===== config.mk =====
export PLATFORM = sky130hd
export DESIGN_NAME = seqcmd_detector
export DESIGN_NICKNAME = d
export VERILOG_FILES = /design/src/rtl/seqcmd_pkg.sv /design/src/rtl/seqcmd_access_class.sv /design/src/rtl/seqcmd_key_match.sv /design/src/rtl/seqcmd_seq_track.sv /design/src/rtl/seqcmd_pulse_reg.sv /design/src/rtl/seqcmd_detector.sv
export SDC_FILE = /design/constraint.sdc
export NUM_CORES = 1
export LEC_CHECK = 0
export BUFFER_PORTS_ARGS = -buffer_cell sky130_fd_sc_hd__buf_4
export CORE_MARGIN = 4
export CORE_UTILIZATION = 46
export DETAILED_ROUTE_END_ITERATION = 16
export PLACE_DENSITY = 0.81
export SYNTH_ARGS = -nofsm -noshare
export SYNTH_HDL_FRONTEND = slang
export SYNTH_HIERARCHICAL = 1
export SYNTH_SLANG_ARGS = --single-unit

===== constraint.sdc =====
create_clock -name clk -period 2.2 [get_ports clk]
set_input_delay 0.22 -clock clk [delete_from_list [all_inputs] [get_ports clk]]
set_output_delay 0.22 -clock clk [all_outputs]
set_load 0.005 [all_outputs]

===== src/rtl/seqcmd_pkg.sv =====
package seqcmd_pkg;

  localparam int PREFIX_LEN = 5;
  localparam int NUM_CMDS   = 4;
  localparam int KEY_LO     = 2;
  localparam int KEY_HI     = 14;
  localparam int KEY_W      = KEY_HI - KEY_LO + 1;
  localparam int DEPTH_W    = $clog2(PREFIX_LEN + 1);

  typedef logic [KEY_W-1:0]   key_t;
  typedef logic [DEPTH_W-1:0] depth_t;

  // Command slot order; also the bit order of the fire vector.
  localparam int CMD_STORE  = 0;
  localparam int CMD_RECALL = 1;
  localparam int CMD_AS_OFF = 2;
  localparam int CMD_AS_ON  = 3;

  // Unlock key addresses, in the order the run must present them.
  function automatic logic [15:0] prefix_word(input int idx);
    logic [15:0] w;
    case (idx)
      0:       w = 16'h4E38;
      1:       w = 16'hB1C7;
      2:       w = 16'h83E0;
      3:       w = 16'h7C1F;
      default: w = 16'h703F;
    endcase
    return w;
  endfunction

  // Final-step addresses, indexed by command slot.
  function automatic logic [15:0] cmd_word(input int idx);
    logic [15:0] w;
    case (idx)
      CMD_STORE:  w = 16'h8FC0;
      CMD_RECALL: w = 16'h4C63;
      CMD_AS_OFF: w = 16'h8B45;
      default:    w = 16'h4B46;
    endcase
    return w;
  endfunction

  // Compared window of a 16-bit constant.
  function automatic key_t key_of_word(input logic [15:0] w);
    return w[KEY_HI:KEY_LO];
  endfunction

  function automatic key_t prefix_key(input int idx);
    return key_of_word(prefix_word(idx));
  endfunction

  function automatic key_t cmd_key(input int idx);
    return key_of_word(cmd_word(idx));
  endfunction

  // Depth after a read that matched; saturation is handled by the caller.
  function automatic depth_t depth_advance(input depth_t d);
    return d + depth_t'(1);
  endfunction

endpackage


===== src/rtl/seqcmd_access_class.sv =====
module seqcmd_access_class (
  input  logic bus_sel,
  input  logic bus_rd,
  input  logic bus_wr,
  output logic acc_any,
  output logic acc_read,
  output logic acc_write
);

  // A write strobe dominates: a cycle with both strobes is a write.
  always_comb begin
    acc_write = bus_sel & bus_wr;
    acc_read  = bus_sel & bus_rd & ~bus_wr;
    acc_any   = acc_write | acc_read;
  end

endmodule


===== src/rtl/seqcmd_key_match.sv =====
module seqcmd_key_match
  import seqcmd_pkg::*;
#(
  parameter int ADDR_W = 17
) (
  input  logic [ADDR_W-1:0]     addr,
  output logic [PREFIX_LEN-1:0] prefix_hit,
  output logic [NUM_CMDS-1:0]   cmd_hit
);

  key_t addr_key;
  assign addr_key = addr[KEY_HI:KEY_LO];

  for (genvar gi = 0; gi < PREFIX_LEN; gi++) begin : g_prefix
    localparam key_t KEY = prefix_key(gi);
    assign prefix_hit[gi] = (addr_key == KEY);
  end

  for (genvar gc = 0; gc < NUM_CMDS; gc++) begin : g_cmd
    localparam key_t KEY = cmd_key(gc);
    assign cmd_hit[gc] = (addr_key == KEY);
  end

endmodule


===== src/rtl/seqcmd_seq_track.sv =====
module seqcmd_seq_track
  import seqcmd_pkg::*;
(
  input  logic                  clk,
  input  logic                  rst_n,
  input  logic                  acc_read,
  input  logic                  acc_write,
  input  logic [PREFIX_LEN-1:0] prefix_hit,
  input  logic [NUM_CMDS-1:0]   cmd_hit,
  output depth_t                depth,
  output logic [NUM_CMDS-1:0]   fire
);

  localparam depth_t LAST = depth_t'(PREFIX_LEN);

  depth_t depth_nxt;
  logic   step_hit;

  // Hit for the key expected at the current depth.
  always_comb begin
    step_hit = 1'b0;
    for (int i = 0; i < PREFIX_LEN; i++) begin
      if (depth == depth_t'(i)) step_hit = prefix_hit[i];
    end
  end

  always_comb begin
    depth_nxt = depth;
    fire      = '0;
    if (acc_write) begin
      depth_nxt = '0;
    end else if (acc_read) begin
      if (depth == LAST) begin
        depth_nxt = '0;
        fire      = cmd_hit;
      end else if (step_hit) begin
        depth_nxt = depth_advance(depth);
      end else if (prefix_hit[0]) begin
        depth_nxt = depth_t'(1);
      end else begin
        depth_nxt = '0;
      end
    end
  end

  always_ff @(posedge clk) begin
    if (!rst_n) depth <= '0;
    else        depth <= depth_nxt;
  end

endmodule


===== src/rtl/seqcmd_pulse_reg.sv =====
module seqcmd_pulse_reg
  import seqcmd_pkg::*;
(
  input  logic                clk,
  input  logic                rst_n,
  input  logic [NUM_CMDS-1:0] fire,
  output logic [NUM_CMDS-1:0] pulse
);

  always_ff @(posedge clk) begin
    if (!rst_n) pulse <= '0;
    else        pulse <= fire;
  end

endmodule


===== src/rtl/seqcmd_detector.sv =====
module seqcmd_detector
  import seqcmd_pkg::*;
#(
  parameter int ADDR_W = 17
) (
  input  logic               clk,
  input  logic               rst_n,
  input  logic               bus_sel,
  input  logic               bus_rd,
  input  logic               bus_wr,
  input  logic [ADDR_W-1:0]  bus_addr,
  output logic               cmd_store,
  output logic               cmd_recall,
  output logic               cmd_as_off,
  output logic               cmd_as_on,
  output logic [DEPTH_W-1:0] match_depth
);

  logic                  acc_any;
  logic                  acc_read;
  logic                  acc_write;
  logic [PREFIX_LEN-1:0] prefix_hit;
  logic [NUM_CMDS-1:0]   cmd_hit;
  logic [NUM_CMDS-1:0]   fire;
  logic [NUM_CMDS-1:0]   pulse;
  depth_t                depth;

  seqcmd_access_class u_class (
    .bus_sel   (bus_sel),
    .bus_rd    (bus_rd),
    .bus_wr    (bus_wr),
    .acc_any   (acc_any),
    .acc_read  (acc_read),
    .acc_write (acc_write)
  );

  seqcmd_key_match #(.ADDR_W(ADDR_W)) u_match (
    .addr       (bus_addr),
    .prefix_hit (prefix_hit),
    .cmd_hit    (cmd_hit)
  );

  seqcmd_seq_track u_track (
    .clk        (clk),
    .rst_n      (rst_n),
    .acc_read   (acc_read),
    .acc_write  (acc_write),
    .prefix_hit (prefix_hit),
    .cmd_hit    (cmd_hit),
    .depth      (depth),
    .fire       (fire)
  );

  seqcmd_pulse_reg u_pulse (
    .clk   (clk),
    .rst_n (rst_n),
    .fire  (fire),
    .pulse (pulse)
  );

  assign cmd_store   = pulse[CMD_STORE];
  assign cmd_recall  = pulse[CMD_RECALL];
  assign cmd_as_off  = pulse[CMD_AS_OFF];
  assign cmd_as_on   = pulse[CMD_AS_ON];
  assign match_depth = depth;

endmodule


==> impl_metrics.py <==
metrics = {
    "status": {
        "run_status": "finished, final reports clean",
    },
    "timing": {
        "finClkSkew_ns": 0.00203,
        "worst_pin_slew_ns": 0.427,
        "maximum_clock_rate_mhz": 500,
        "grt_setup_unrepaired": "false",
        "report.final.hold_viol_count": 0,
        "fin_crit_sh": 0.910,
        "timing.final.crit_period_ns": 2.00,
        "final_critical_path_setup_slack_ns": 0.198,
        "slew-limit-headroom": 0.713,
        "setup-tns-final_ns": 0,
        "finalMaxSlewViolations": 0,
        "report.final.setup_viol": 0,
    },
    "setup_path": {
        "critical_path.endpoint_type": "flip-flop",
        "critical_path_arrival_ns": 2.16,
        "crit_chain": "buf_4 > or4_4 > nor4_2 > and2b_2 > a2111o_1 > a21o_2 > a31oi_1",
        "timing.critical_path.slowest_cell_delay_ns": 0.54,
        "worst_ep_required_time_ns": 2.36,
        "slowest_stage": "sky130_fd_sc_hd__or4_4",
        "cp_max_fo": 4,
        "startpoint_type": "input pin",
        "path_class": "input pin to flip-flop",
    },
    "place": {
        "port_buffer_cells": 24,
        "finalWeightedCongestion": 0.859,
        "placed_cells": 117,
        "place.detailed.hpwl_um": 1450,
        "placement.setup.worst_slack_ns": -0.0531,
    },
    "drt": {
        "avgRoutedWirePerCell_um": 14.9,
        "postRouteAntennaNets": 0,
        "totalWireLength_um": 1810,
        "dr.first_iter.drc_count": 20,
        "drt_drc_violations_left": 0,
        "detail_route.first_pass.iterations": 4,
        "routed_via_density": 6.02,
        "routed_vias": 729,
    },
    "power": {
        "leakage_uw": 0.000349,
        "post-layout-total-power_uw": 301,
        "vdd_ir_drop_max_mv": 0.125,
        "power.density_cell_area_nw_per_um2": 326,
    },
    "yosys": {
        "synth_nets": 103,
        "syn_area_sq_um": 683,
        "ys_warn_count": 6,
        "netlist_instances": 76,
        "post_synth.cell_area_avg_sq_um": 8.99,
    },
    "floorplan": {
        "ios": 29,
        "floorplan.rows": 13,
        "design.core.area_sq_um": 1350,
        "initial_core_util": 0.506,
        "design.die.area_sq_um": 2170,
        "die_w_um": 46.5,
        "floorplan.die.height_um": 46.5,
    },
    "clock_tree": {
        "holdBufCountCts": 0,
        "clock_latency_ns": 0.24,
        "clock_tree.root_cell": "sky130_fd_sc_hd__clkbuf_4",
        "postCtsSetupBuffers": 0,
        "tritoncts_clock_tree": "yes",
        "cts.repair.resized": 0,
        "ctsLongestPathBuffers": 2,
        "cts_inserted_buffers": 3,
        "cts_htree_levels": 1,
        "cts_sinks": 7,
        "cts.reportedPaths.clkPinSlew_ns": 0.05,
    },
    "global_routing": {
        "globalRouteTotalUtil": 0.192,
        "grt_first_pass_wirelength_um": 2950,
        "grt_start_max_net_pins": 9,
        "grt.busiest_layer": "met2",
        "use_met3": 0.0117,
        "grt_util_met2": 0.308,
        "grt-ovfl-total": 0,
        "globalRouteMet1Util": 0.259,
        "antenna_found_initial": 0,
        "first_global_vias": 669,
    },
    "job": {
        "max-cap-violations": 0,
    },
    "layout": {
        "layout-area-overhead-vs-synth_pct": 35.2,
        "drive_above_1_share": 0.406,
        "nFillCells": 115,
        "layoutNonFillerInstCount": 121,
        "nNetsFinal": 134,
        "antenna_cells": 0,
    },
    "hold_path": {
        "hold_path.class": "input pin to flip-flop",
    },
}
layer usage:
layer / up-vias / wire, um
met4: 0 / 10
met3: 2 / 153
li1: 353 / -
met1: 335 / 720
met5: - / 0
met2: 39 / 920
final timing paths:
kind / startpoint / end / slack (ns) / depth (start not counted)
setup / recovery: bus_addr[3] / u_track/depth[0] / 0.20 / 7
hold / removal: rst_n / u_pulse/pulse[1] / 0.21 / 2
setup reg to reg: u_track/depth[0] / u_track/depth[0] / 0.38 / 6
hold reg to reg: u_track/depth[1] / u_track/depth[1] / 0.55 / 2
report_power, final:
group	switching, uW	internal (uW)
clock network	43.3	68.9
logic	26.8	34.8
registers	0.00112	127
worst max-delay path, delay by kind of cell:
kind	cells	cell delay (ns)
simple gates	3	1.05
compound gates	3	0.77
buf+inv	1	0.12
cell usage in the layout (no fill, tap or decap), types with 3 or more instances in the layout:
master	n
sky130_fd_sc_hd__and2_1	8
sky130_fd_sc_hd__nand4b_1	4
sky130_fd_sc_hd__nand2_1	3
sky130_fd_sc_hd__nor4_1	5
sky130_fd_sc_hd__inv_1	3
sky130_fd_sc_hd__nand3b_1	3
sky130_fd_sc_hd__dfxtp_1	7
sky130_fd_sc_hd__buf_4	26
sky130_fd_sc_hd__nand3_1	3
sky130_fd_sc_hd__nand2b_1	6
sky130_fd_sc_hd__or3b_2	3
sky130_fd_sc_hd__nor4_2	4
sky130_fd_sc_hd__clkbuf_4	3
sky130_fd_sc_hd__ha_1	5
per-stage QoR:
stage | hold WS [ns] | cell area (sq um) | utilization
floorplan | 0.342 | 683 | -
global placement | 0.460 | 897 | 0.665
detailed placement | 0.461 | 897 | 0.665
CTS | 0.201 | 923 | 0.684
global route | 0.213 | 923 | 0.684
finish | 0.210 | 923 | 0.684
sequential cells by signal (all words and copies together), names as in the netlist:
| signal | count |
|---|---|
| u_pulse/pulse | 4 |
| u_track/depth | 3 |
cell type report:
cell class	instances	area, sq um	share of cell area
clock buffer	4	26.3	0.0285
inverter	3	11.3	0.0122
sequential	7	140	0.152
multi-input combinational	66	532	0.576
timing repair buffer	26	195	0.211
tap	15	18.8	0.0203
Power figures use the tool's default switching activity.
